`config.mk`:
```
export PLATFORM = sky130hd
export DESIGN_NAME = ser_tx_engine
export DESIGN_NICKNAME = d
export VERILOG_FILES = /design/src/rtl/ser_tx_pkg.sv /design/src/rtl/ser_tx_ctl_reg.sv /design/src/rtl/ser_tx_timing.sv /design/src/rtl/ser_tx_shifter.sv /design/src/rtl/ser_tx_engine.sv
export SDC_FILE = /design/constraint.sdc
export NUM_CORES = 1
export LEC_CHECK = 0
export BUFFER_PORTS_ARGS = -buffer_cell sky130_fd_sc_hd__buf_2
export CAP_MARGIN = 20
export CORE_UTILIZATION = 40
export CTS_CLUSTER_DIAMETER = 150
export DETAILED_ROUTE_END_ITERATION = 10
export GPL_TIMING_DRIVEN = 0
export SLEW_MARGIN = 20
export SYNTH_ARGS = -nofsm -noshare
export SYNTH_HDL_FRONTEND = slang
export SYNTH_SLANG_ARGS = --single-unit
```
`constraint.sdc`:
```
create_clock -name clk -period 1.5 [get_ports clk]
set_input_delay 0.15 -clock clk [delete_from_list [all_inputs] [get_ports clk]]
set_output_delay 0.15 -clock clk [all_outputs]
set_load 0.1 [all_outputs]
```
`src/rtl/ser_tx_pkg.sv`:
```
`timescale 1ns/1ps
// Shared definitions for the serial transmit engine.
// Field positions are part of the software-visible register layout.
package ser_tx_pkg;
    localparam int FLD_MASTER = 7;
    localparam int FLD_NINE   = 6;
    localparam int FLD_TXEN   = 5;
    localparam int FLD_SYNC   = 4;
    localparam int FLD_RSVD   = 3;
    localparam int FLD_HISPD  = 2;
    localparam int FLD_EMPTY  = 1;
    localparam int FLD_D9     = 0;

    // Writable configuration fields held by the control register.
    typedef struct packed {
        logic master;
        logic nine;
        logic tx_en;
        logic sync_mode;
        logic hi_speed;
        logic d9;
    } tx_cfg_t;
endpackage

```
`src/rtl/ser_tx_ctl_reg.sv`:
```
`timescale 1ns/1ps
// Control/status register.
// Holds the writable configuration fields and builds the read value.
// The reserved bit reads 0. The empty bit is driven by the shifter.
// Assumes single-cycle write strobes.
module ser_tx_ctl_reg
    import ser_tx_pkg::*;
(
    input  logic       clk,
    input  logic       rst_n,
    input  logic       wr,
    input  logic [7:0] wdata,
    input  logic       shift_empty,
    output tx_cfg_t    cfg,
    output logic [7:0] rdata
);
    // Capture the writable fields; reserved and status bits are dropped.
    always_ff @(posedge clk) begin
        if (!rst_n) begin
            cfg <= '0;
        end else if (wr) begin
            cfg.master    <= wdata[FLD_MASTER];
            cfg.nine      <= wdata[FLD_NINE];
            cfg.tx_en     <= wdata[FLD_TXEN];
            cfg.sync_mode <= wdata[FLD_SYNC];
            cfg.hi_speed  <= wdata[FLD_HISPD];
            cfg.d9        <= wdata[FLD_D9];
        end
    end

    // Assemble the read value in register layout.
    always_comb begin
        rdata             = '0;
        rdata[FLD_MASTER] = cfg.master;
        rdata[FLD_NINE]   = cfg.nine;
        rdata[FLD_TXEN]   = cfg.tx_en;
        rdata[FLD_SYNC]   = cfg.sync_mode;
        rdata[FLD_RSVD]   = 1'b0;
        rdata[FLD_HISPD]  = cfg.hi_speed;
        rdata[FLD_EMPTY]  = shift_empty;
        rdata[FLD_D9]     = cfg.d9;
    end
endmodule

```
`src/rtl/ser_tx_timing.sv`:
```
`timescale 1ns/1ps
// Bit timing for the serial transmit engine.
// Produces a one-cycle bit strobe for the shifter. In async mode it divides
// the baud tick. In sync master mode it generates the shift clock from the
// tick. In sync slave mode it synchronises the external clock and detects
// its falling edge.
// Assumes baud_tick pulses last one cycle and that the external clock is much
// slower than clk.
module ser_tx_timing #(
    parameter int LO_DIV      = 64,
    parameter int HI_DIV      = 16,
    parameter int SYNC_STAGES = 2
) (
    input  logic clk,
    input  logic rst_n,
    input  logic sync_mode,
    input  logic master,
    input  logic hi_speed,
    input  logic busy,
    input  logic load,
    input  logic abort,
    input  logic baud_tick,
    input  logic ser_clk_in,
    output logic bit_strobe,
    output logic ser_clk_out
);
    localparam int MAX_DIV = (LO_DIV > HI_DIV) ? LO_DIV : HI_DIV;
    localparam int CNT_W   = (MAX_DIV > 1) ? $clog2(MAX_DIV) : 1;
    localparam logic [CNT_W-1:0] LO_LAST = CNT_W'(LO_DIV - 1);
    localparam logic [CNT_W-1:0] HI_LAST = CNT_W'(HI_DIV - 1);

    logic [CNT_W-1:0] tick_cnt;
    logic [CNT_W-1:0] div_last;
    logic             mclk;
    logic             sck_now;
    logic             sck_prev;
    logic             sck_fall;
    logic             restart;

    assign div_last = hi_speed ? HI_LAST : LO_LAST;
    assign restart  = load | abort | ~busy;

    // Count baud ticks inside the current async bit.
    always_ff @(posedge clk) begin
        if (!rst_n || restart) begin
            tick_cnt <= '0;
        end else if (baud_tick && !sync_mode) begin
            tick_cnt <= (tick_cnt == div_last) ? '0 : tick_cnt + 1'b1;
        end
    end

    // Generate the master shift clock; it idles low and toggles per tick.
    always_ff @(posedge clk) begin
        if (!rst_n || restart) begin
            mclk <= 1'b0;
        end else if (baud_tick && sync_mode && master) begin
            mclk <= ~mclk;
        end
    end

    // Synchroniser depth is picked by a parameter.
    generate
        if (SYNC_STAGES < 2) begin : g_sync_one
            logic s1;
            // Single-flop capture of the external clock.
            always_ff @(posedge clk) begin
                if (!rst_n) s1 <= 1'b0;
                else        s1 <= ser_clk_in;
            end
            assign sck_now = s1;
        end else begin : g_sync_chain
            logic [SYNC_STAGES-1:0] chain;
            // Multi-flop capture of the external clock.
            always_ff @(posedge clk) begin
                if (!rst_n) chain <= '0;
                else        chain <= {chain[SYNC_STAGES-2:0], ser_clk_in};
            end
            assign sck_now = chain[SYNC_STAGES-1];
        end
    endgenerate

    // Keep the previous synchronised level for edge detection.
    always_ff @(posedge clk) begin
        if (!rst_n) sck_prev <= 1'b0;
        else        sck_prev <= sck_now;
    end

    assign sck_fall = sck_prev & ~sck_now;

    // Choose the bit strobe source for the active mode.
    always_comb begin
        if (!busy) begin
            bit_strobe = 1'b0;
        end else if (!sync_mode) begin
            bit_strobe = baud_tick & (tick_cnt == div_last);
        end else if (master) begin
            bit_strobe = baud_tick & mclk;
        end else begin
            bit_strobe = sck_fall;
        end
    end

    assign ser_clk_out = mclk & sync_mode & master;
endmodule

```
`src/rtl/ser_tx_shifter.sv`:
```
`timescale 1ns/1ps
// Transmit shift register and bit counter.
// On load it builds the frame image for the mode: async adds start and stop
// bits, sync sends data only. The optional ninth bit follows the data.
// Shifts LSB first on each strobe and clears busy after the last bit.
// Assumes the frame length fits in the counter derived from DATA_W.
module ser_tx_shifter #(
    parameter int DATA_W = 8
) (
    input  logic              clk,
    input  logic              rst_n,
    input  logic              load,
    input  logic              abort,
    input  logic              strobe,
    input  logic [DATA_W-1:0] data,
    input  logic              nine,
    input  logic              d9,
    input  logic              sync_mode,
    output logic              busy,
    output logic              line
);
    localparam int FRAME_W = DATA_W + 3;
    localparam int BCNT_W  = $clog2(FRAME_W + 1);

    logic [FRAME_W-1:0] sreg;
    logic [FRAME_W-1:0] frame;
    logic [BCNT_W-1:0]  bits_left;
    logic [BCNT_W-1:0]  frame_len;

    // Build the frame image and its length for the current settings.
    always_comb begin
        if (sync_mode) begin
            frame     = {2'b11, d9, data};
            frame_len = nine ? BCNT_W'(DATA_W + 1) : BCNT_W'(DATA_W);
        end else begin
            frame     = {1'b1, (nine ? d9 : 1'b1), data, 1'b0};
            frame_len = nine ? BCNT_W'(FRAME_W) : BCNT_W'(FRAME_W - 1);
        end
    end

    // Load, shift and retire the frame.
    always_ff @(posedge clk) begin
        if (!rst_n || abort) begin
            sreg      <= '1;
            bits_left <= '0;
            busy      <= 1'b0;
        end else if (load) begin
            sreg      <= frame;
            bits_left <= frame_len;
            busy      <= 1'b1;
        end else if (strobe) begin
            sreg      <= {1'b1, sreg[FRAME_W-1:1]};
            bits_left <= bits_left - 1'b1;
            if (bits_left == BCNT_W'(1)) begin
                busy <= 1'b0;
            end
        end
    end

    assign line = busy ? sreg[0] : 1'b1;
endmodule

```
`src/rtl/ser_tx_engine.sv`:
```
`timescale 1ns/1ps
// Configurable serial transmit engine: async framing or sync master/slave.
// Ties together the control register, holding register, timing and shifter.
// In sync mode an active receive enable overrides the transmit enable.
// Assumes the baud divider, receiver and pin multiplexing are outside.
module ser_tx_engine
    import ser_tx_pkg::*;
#(
    parameter int DATA_W      = 8,
    parameter int LO_DIV      = 64,
    parameter int HI_DIV      = 16,
    parameter int SYNC_STAGES = 2
) (
    input  logic              clk,
    input  logic              rst_n,
    input  logic              ctl_wr,
    input  logic [7:0]        ctl_wdata,
    output logic [7:0]        ctl_rdata,
    input  logic              hold_wr,
    input  logic [DATA_W-1:0] hold_wdata,
    input  logic              baud_tick,
    input  logic              rx_single_en,
    input  logic              rx_cont_en,
    input  logic              ser_clk_in,
    output logic              ser_clk_out,
    output logic              ser_clk_oe,
    output logic              txd_out
);
    tx_cfg_t           cfg;
    logic              busy;
    logic              run_en;
    logic              load;
    logic              strobe;
    logic              hold_full;
    logic [DATA_W-1:0] hold_data;

    assign run_en = cfg.tx_en & ~(cfg.sync_mode & (rx_single_en | rx_cont_en));
    assign load   = hold_full & ~busy & run_en;

    ser_tx_ctl_reg u_ctl (
        .clk         (clk),
        .rst_n       (rst_n),
        .wr          (ctl_wr),
        .wdata       (ctl_wdata),
        .shift_empty (~busy),
        .cfg         (cfg),
        .rdata       (ctl_rdata)
    );

    // Holding register; a new write wins over a same-cycle load.
    always_ff @(posedge clk) begin
        if (!rst_n) begin
            hold_full <= 1'b0;
            hold_data <= '0;
        end else if (hold_wr) begin
            hold_full <= 1'b1;
            hold_data <= hold_wdata;
        end else if (load) begin
            hold_full <= 1'b0;
        end
    end

    ser_tx_timing #(
        .LO_DIV      (LO_DIV),
        .HI_DIV      (HI_DIV),
        .SYNC_STAGES (SYNC_STAGES)
    ) u_timing (
        .clk         (clk),
        .rst_n       (rst_n),
        .sync_mode   (cfg.sync_mode),
        .master      (cfg.master),
        .hi_speed    (cfg.hi_speed),
        .busy        (busy),
        .load        (load),
        .abort       (~run_en),
        .baud_tick   (baud_tick),
        .ser_clk_in  (ser_clk_in),
        .bit_strobe  (strobe),
        .ser_clk_out (ser_clk_out)
    );

    ser_tx_shifter #(
        .DATA_W (DATA_W)
    ) u_shift (
        .clk       (clk),
        .rst_n     (rst_n),
        .load      (load),
        .abort     (~run_en),
        .strobe    (strobe),
        .data      (hold_data),
        .nine      (cfg.nine),
        .d9        (cfg.d9),
        .sync_mode (cfg.sync_mode),
        .busy      (busy),
        .line      (txd_out)
    );

    assign ser_clk_oe = cfg.sync_mode & cfg.master;
endmodule

```
Word level (Yosys, flattened, before mapping)
Index checks and enable logic that the tools add are counted.
{"block": "word_totals", "register_bits": 41, "in_bits": 24, "word_cells": 68}
{"block": "op_classes", "n_addsub": 2, "eq_ne": 2, "muxes": 20, "bitwise_logic": 18, "reduce_logical": 11}
{"operator": "$mux W11", "n": 2}
{"operator": "$mux W1", "n": 12}
{"operator": "$mux W4", "n": 3}
{"operator": "$mux W6", "n": 2}
{"operator": "$and A1 B1 Y1", "n": 10}
{"operator": "$mux W10", "n": 1}
{"operator": "$add A6 B1 Y6 const B", "n": 1}
{"operator": "$eq A6 B6 Y1", "n": 1}
{"operator": "$reduce_bool A2 Y1", "n": 3}
{"operator": "$not A1 Y1", "n": 5}
{"operator": "$eq A4 B1 Y1 const B", "n": 1}
{"operator": "$sub A4 B1 Y4 const B", "n": 1}
{"operator": "$logic_and A1 B1 Y1", "n": 3}
{"operator": "$or A1 B1 Y1", "n": 3}
{"operator": "$logic_not A1 Y1", "n": 2}
{"operator": "$logic_or A1 B1 Y1", "n": 2}
{"operator": "$reduce_and A2 Y1", "n": 1}

Depth between registers and ports, before layout
{"block": "logic_depth", "ltp_word": 8, "mapped_depth": 8, "mapped_depth_nobuf": 6}

Hierarchy
A second synthesis with hierarchy kept.
{"block": "hier_totals", "cells_unflattened": 196, "hier_area_um2": 1986.9}
{"module": "ser_tx_shifter", "n_inst": 1, "cells_per_inst": 82, "area_per_inst_um2": 847.1}
{"module": "ser_tx_timing", "n_inst": 1, "cells_per_inst": 52, "area_per_inst_um2": 480.5}
{"module": "ser_tx_engine", "n_inst": 1, "cells_per_inst": 34, "area_per_inst_um2": 366.6}
{"module": "ser_tx_ctl_reg", "n_inst": 1, "cells_per_inst": 28, "area_per_inst_um2": 292.8}

Worst setup path before layout
OpenSTA, ideal clock, no wires.
{"block": "synth_timing", "path_kind": "reg2reg", "from": "register u_ctl.cfg[3] (netlist name)", "to": "register u_shift.sreg[0]", "setup_time_ps": 139, "arrival_time_ps": 1850, "setup_slack_ps": -488, "path_stages_with_launch": 4, "path_buffers": 0, "synth_period_minus_slack_ps": 1988, "path_cell_list": "dfxtp_1 nand3_1 nor2_2 a22oi_1"}
{"block": "synth_via", "elab_chain_len": 3, "elab_cells_between_ends": 6}
{"element": "$and A1 B1 Y1 (*)", "line_no": "ser_tx_engine.sv:37", "text": "assign run_en = cfg.tx_en & ~(cfg.sync_mode & (rx_single_en | rx_cont_en));"}
{"element": "$and A1 B1 Y1 / $not A1 Y1 (equally long branches)", "line_no": "ser_tx_engine.sv:38, ser_tx_engine.sv:88"}
{"element": "$mux W11, or another cell as far along", "line_no": "ser_tx_shifter.sv:47", "text": "end else if (load) begin"}
{"element": "to (signal assigned)", "line_no": "ser_tx_shifter.sv:48", "text": "sreg <= frame;"}
{"element": "to (signal assigned)", "line_no": "ser_tx_shifter.sv:52", "text": "sreg <= {1'b1, sreg[FRAME_W-1:1]};"}
{"element": "to (decl)", "line_no": "ser_tx_shifter.sv:25", "text": "logic [FRAME_W-1:0] sreg;"}
Every way passes the cells marked *; elsewhere a longest branch is shown, timed or not.
A chain may end at the register's enable or synchronous reset.

Worst setup path after layout
{"block": "layout_timing", "from": "register u_timing.tick_cnt[1]", "to": "register u_shift.sreg[4]"}
{"block": "layout_via", "elab_chain_len": 5}
{"element": "from (decl)", "line_no": "ser_tx_timing.sv:32", "text": "logic [CNT_W-1:0] tick_cnt;"}
{"element": "from (signal assigned)", "line_no": "ser_tx_timing.sv:48", "text": "tick_cnt <= (tick_cnt == div_last) ? '0 : tick_cnt + 1'b1;"}
{"element": "$eq A6 B6 Y1", "line_no": "ser_tx_timing.sv:95", "text": "bit_strobe = baud_tick & (tick_cnt == div_last);"}
{"element": "$and A1 B1 Y1", "line_no": "ser_tx_timing.sv:95"}
{"element": "$mux W1", "line_no": "ser_tx_timing.sv:94", "text": "end else if (!sync_mode) begin"}
{"element": "$mux W1", "line_no": "ser_tx_timing.sv:92", "text": "if (!busy) begin"}
{"element": "$reduce_bool A2 Y1 (no line)"}
Every way passes these cells.

==> summary.md <==
| Metric | Value |
|---|---|
| Cells on worst reg2reg path | `7` |
| TritonRoute pass-1 iters | `7` |
| Number of remaining DRC errors | `2` |
| Multi-input gate area | `around 1000 um^2` |
| Max-slew headroom | `57.0%` |
| Largest net degree at the start of global routing | `12` |
| Cell count along the critical path | `7` |
| RSZ-0062 raised after global routing | `yes` |
| Layout cells sized above 1 | `approximately a third` |
| Crit Path Class | `flip-flop to flip-flop` |
| FMAX | `649 MHz` |
| Initial antenna violation count | `0` |
| Iter 0 DRT Violations | `76` |
| Hold path cells | `2` |
| Hpwl dp | `between 2000 and 3000 um` |
| Core ar. | `4440 um^2` |
| Worst VDD drop | `0.000569 V` |
| WP data required | `roughly 1.7 ns` |
| Post-synth EDFFs | `0` |
| Clock Skew | `0.00383 ns` |
| R2R Path Start | `u_timing.tick_cnt[1]` |
| Post-layout net count | `approximately 260` |
| Dominant cell type by area after synthesis | `dfxtp_1` |
| Synth cell count leaders | `dfxtp_1, mux2i_1, nor2b_1` |
| Hold_sp | `ser_clk_in` |
| DR WL/cell | `roughly 13 um` |
| CP peak stage delay | `approximately 0.36 ns` |
| CTS tree | `done` |
| Max Slew Vio Count | `0` |
| Leak | `0.940 nW` |
| Sink Count | `40` |
| # port buffers | `29` |
| Ports | `35` |
| Worst-Skew Late Latency | `0.29 ns` |
| Total Wirelength | `3820 um` |
| Mapped Avg Cell Area | `10.1 um^2` |
| Placed cells | `267` |
| Slowest-stage cell, CP | `dfxtp_2` |
| Max Cap Viol | `0` |
| Count of final setup violators | `12` |
| CP Max Fanout | `5` |
| WP buf/inv | `1` |
| ANT cells | `0` |
| Final worst path period need | `between 1.5 and 2 ns` |
| WHS Endpoint | `u_timing.g_sync_chain.chain[0]` |
| Post-Synthesis Net Count | `roughly 210` |
| Mapped Cells | `roughly 190` |
| ANT nets after route | `0` |
| Crit-path leading delay family | `compound AO/OA/AOI/OAI gates` |
| Num CTS Buffers | `5` |
| Global-route wire length before repair | `between 6000 and 7000 um` |
| DR vias | `approximately 1400` |
| Post-route cell area | `2370 um^2` |
| Yosys cell types | `35` |
| Area delta synth->final | `25.7%` |
| Most common cell in the netlist | `dfxtp_1` |
| Site row count | `24` |
| Fin Hold WS | `roughly 0.066 ns` |
| Global route overflow | `0` |
| Number of global-route vias before repair | `between 1000 and 1500` |
| Sequential share of the synthesized area | `between 40% and 50%` |
| Crit end category | `flip-flop` |
| Synth top area share | `between 40% and 50%` |
| Slew @ Worst Pin | `~0.64 ns` |
| H-tree Lvls | `2` |
| Reg-to-reg endpoint | `u_shift.sreg[4]` |
| Pre-CTS setup slack | `-0.337 ns` |
| HP Class | `primary input to flip-flop` |
| Flops & latches, synth | `40` |
| Ranking of synthesized cells by area | `dfxtp_1, mux2i_1, nor2b_1, a22oi_1, buf_4` |
| Root Driver | `clkbuf_8` |
| Tot GR Track Use | `between 15 and 20%` |
| Via density | `4.93` |
| Final Hold Viols | `0` |
| Width of the die | `a little over 70 um` |
| Mapped cell area | `~1900 um^2` |
| Initial core utilization | `a little over two fifths` |
| Status | `finished with violations` |
| Area after DPL | `about 2100 um^2` |
| P per Cell Area | `between 800 and 900 nW/um^2` |
| Finished Layout Cells | `between 200 and 300` |
| FF-to-FF setup slack | `-0.04 ns` |
| Worst Setup Start Kind | `flip-flop` |
| Global placement routability congestion | `slightly above 0.7` |
| Register area | `roughly 810 um^2` |
| Post-route setup TNS | `-0.261 ns` |
| Clock Pin Slew Worst Setup and Hold Paths | `approximately 0.070 ns` |
| Die area | `5000 um^2` |
| Crit path DAT | `around 1.7 ns` |
| Clock Path Buffers | `2` |
| FFs w/ async S/R, synth | `0%` |
| Fill cells | `roughly 400` |
| Failing checks | `design-rule violations, negative setup slack` |
| Die Y | `between 70 and 80 um` |
| YS warnings | `0` |
| Final period util | `103%` |
| Crit-path cells | `ha_4, and3_4, o211ai_4, a21oi_4, buf_6, mux2i_1, a22oi_1` |
| Worst Slack Setup Final | `-0.0414 ns` |
| Synth Flop Type | `dfxtp_1` |
cell families after synthesis:
group / share of synthesized area (%)
adders and majority gates: 1.99
and+or+nand+nor: 18.6
AOI/OAI and AO/OA: 9.88
DFF: 42.4
other: 0.199
muxes: 17.5
buffers and inverters: 6.17
xor gates and xnor gates: 3.25
what timing repair did:
action                     in CTS  in global routing
hold buffers                    0                  0
pin swaps                       6                  7
setup endpoints to repair      17                 17
setup buffers                   7                  2
gates cloned                    1                  0
gates resized for setup        18                  8
flip-flops by register name (all words and copies together) (netlist names):
name                         cells
hold_full                        1
u_timing.sck_prev                1
hold_data                        8
u_timing.mclk                    1
u_shift.sreg                    10
u_ctl.cfg                        6
u_timing.tick_cnt                6
u_timing.g_sync_chain.chain      2
u_shift.busy                     1
u_shift.bits_left                4
per-stage QoR:
| stage | util, % | total power [mW] |
|---|---|---|
| after floorplan | - | 1.35 |
| after global placement | 47.6 | 1.41 |
| after detailed placement | 47.6 | 1.41 |
| after CTS | 52.6 | 2.15 |
| after global routing | 53.4 | 2.21 |
| final | 53.4 | 2.13 |
cell type report:
type	instances	area share, %
buffer	15	4.85
clock buffer	8	3.80
inverter	3	0.475
multi-input combinational	128	43.5
tap	52	2.74
timing repair buffer	39	10.4
sequential	40	34.2
worst max path at each step:
| stage | start | to | slack [ns] |
|---|---|---|---|
| 2_1_floorplan | u_timing.tick_cnt[0] | u_shift.sreg[2] | 0.0004 |
| 3_3_place_gp | u_ctl.cfg[2] | ser_clk_out | -0.35 |
| 3_5_place_dp | u_ctl.cfg[2] | ser_clk_out | -0.34 |
| 4_1_cts | u_timing.tick_cnt[1] | u_shift.sreg[4] | -0.06 |
| 5_1_grt | u_ctl.cfg[2] | u_shift.sreg[6] | -0.14 |
| 6_report | u_timing.tick_cnt[1] | u_shift.sreg[4] | -0.04 |
worst register-to-register path: cells and delay by family, from the launching register on:
family	cells	cell delay (ns)
compound gates	3	0.39
flops	1	0.36
mux	1	0.18
simple gates	1	0.20
fa+ha+maj	1	0.14
buf+inv	1	0.16
power by group:
group | switching, mW | internal [mW]
Clock | 0.349 | 0.375
Sequential | 0.0274 | 1.09
Combinational | 0.175 | 0.110
Total | 0.551 | 1.58
cells in the final DEF (no fill, tap or decap), types with 6 or more instances in the layout:
cell type   n
clkbuf_1    6
clkbuf_8    7
nor2b_1    15
buf_4      17
nor2_1      8
a22oi_1     8
buf_2      26
dfxtp_1    34
nand2_1     8
mux2i_1    33
metal layers:
metal	global-route usage (%)	part of all wire (%)	routed length, um	vias up
li1	-	-	-	736
met1	23.5	52	1990	640
met2	25.4	43	1630	25
met3	3.70	3.8	147	5
met4	6.67	1.4	53	0
met5	0	0	0	-
Power figures use the tool's default switching activity.
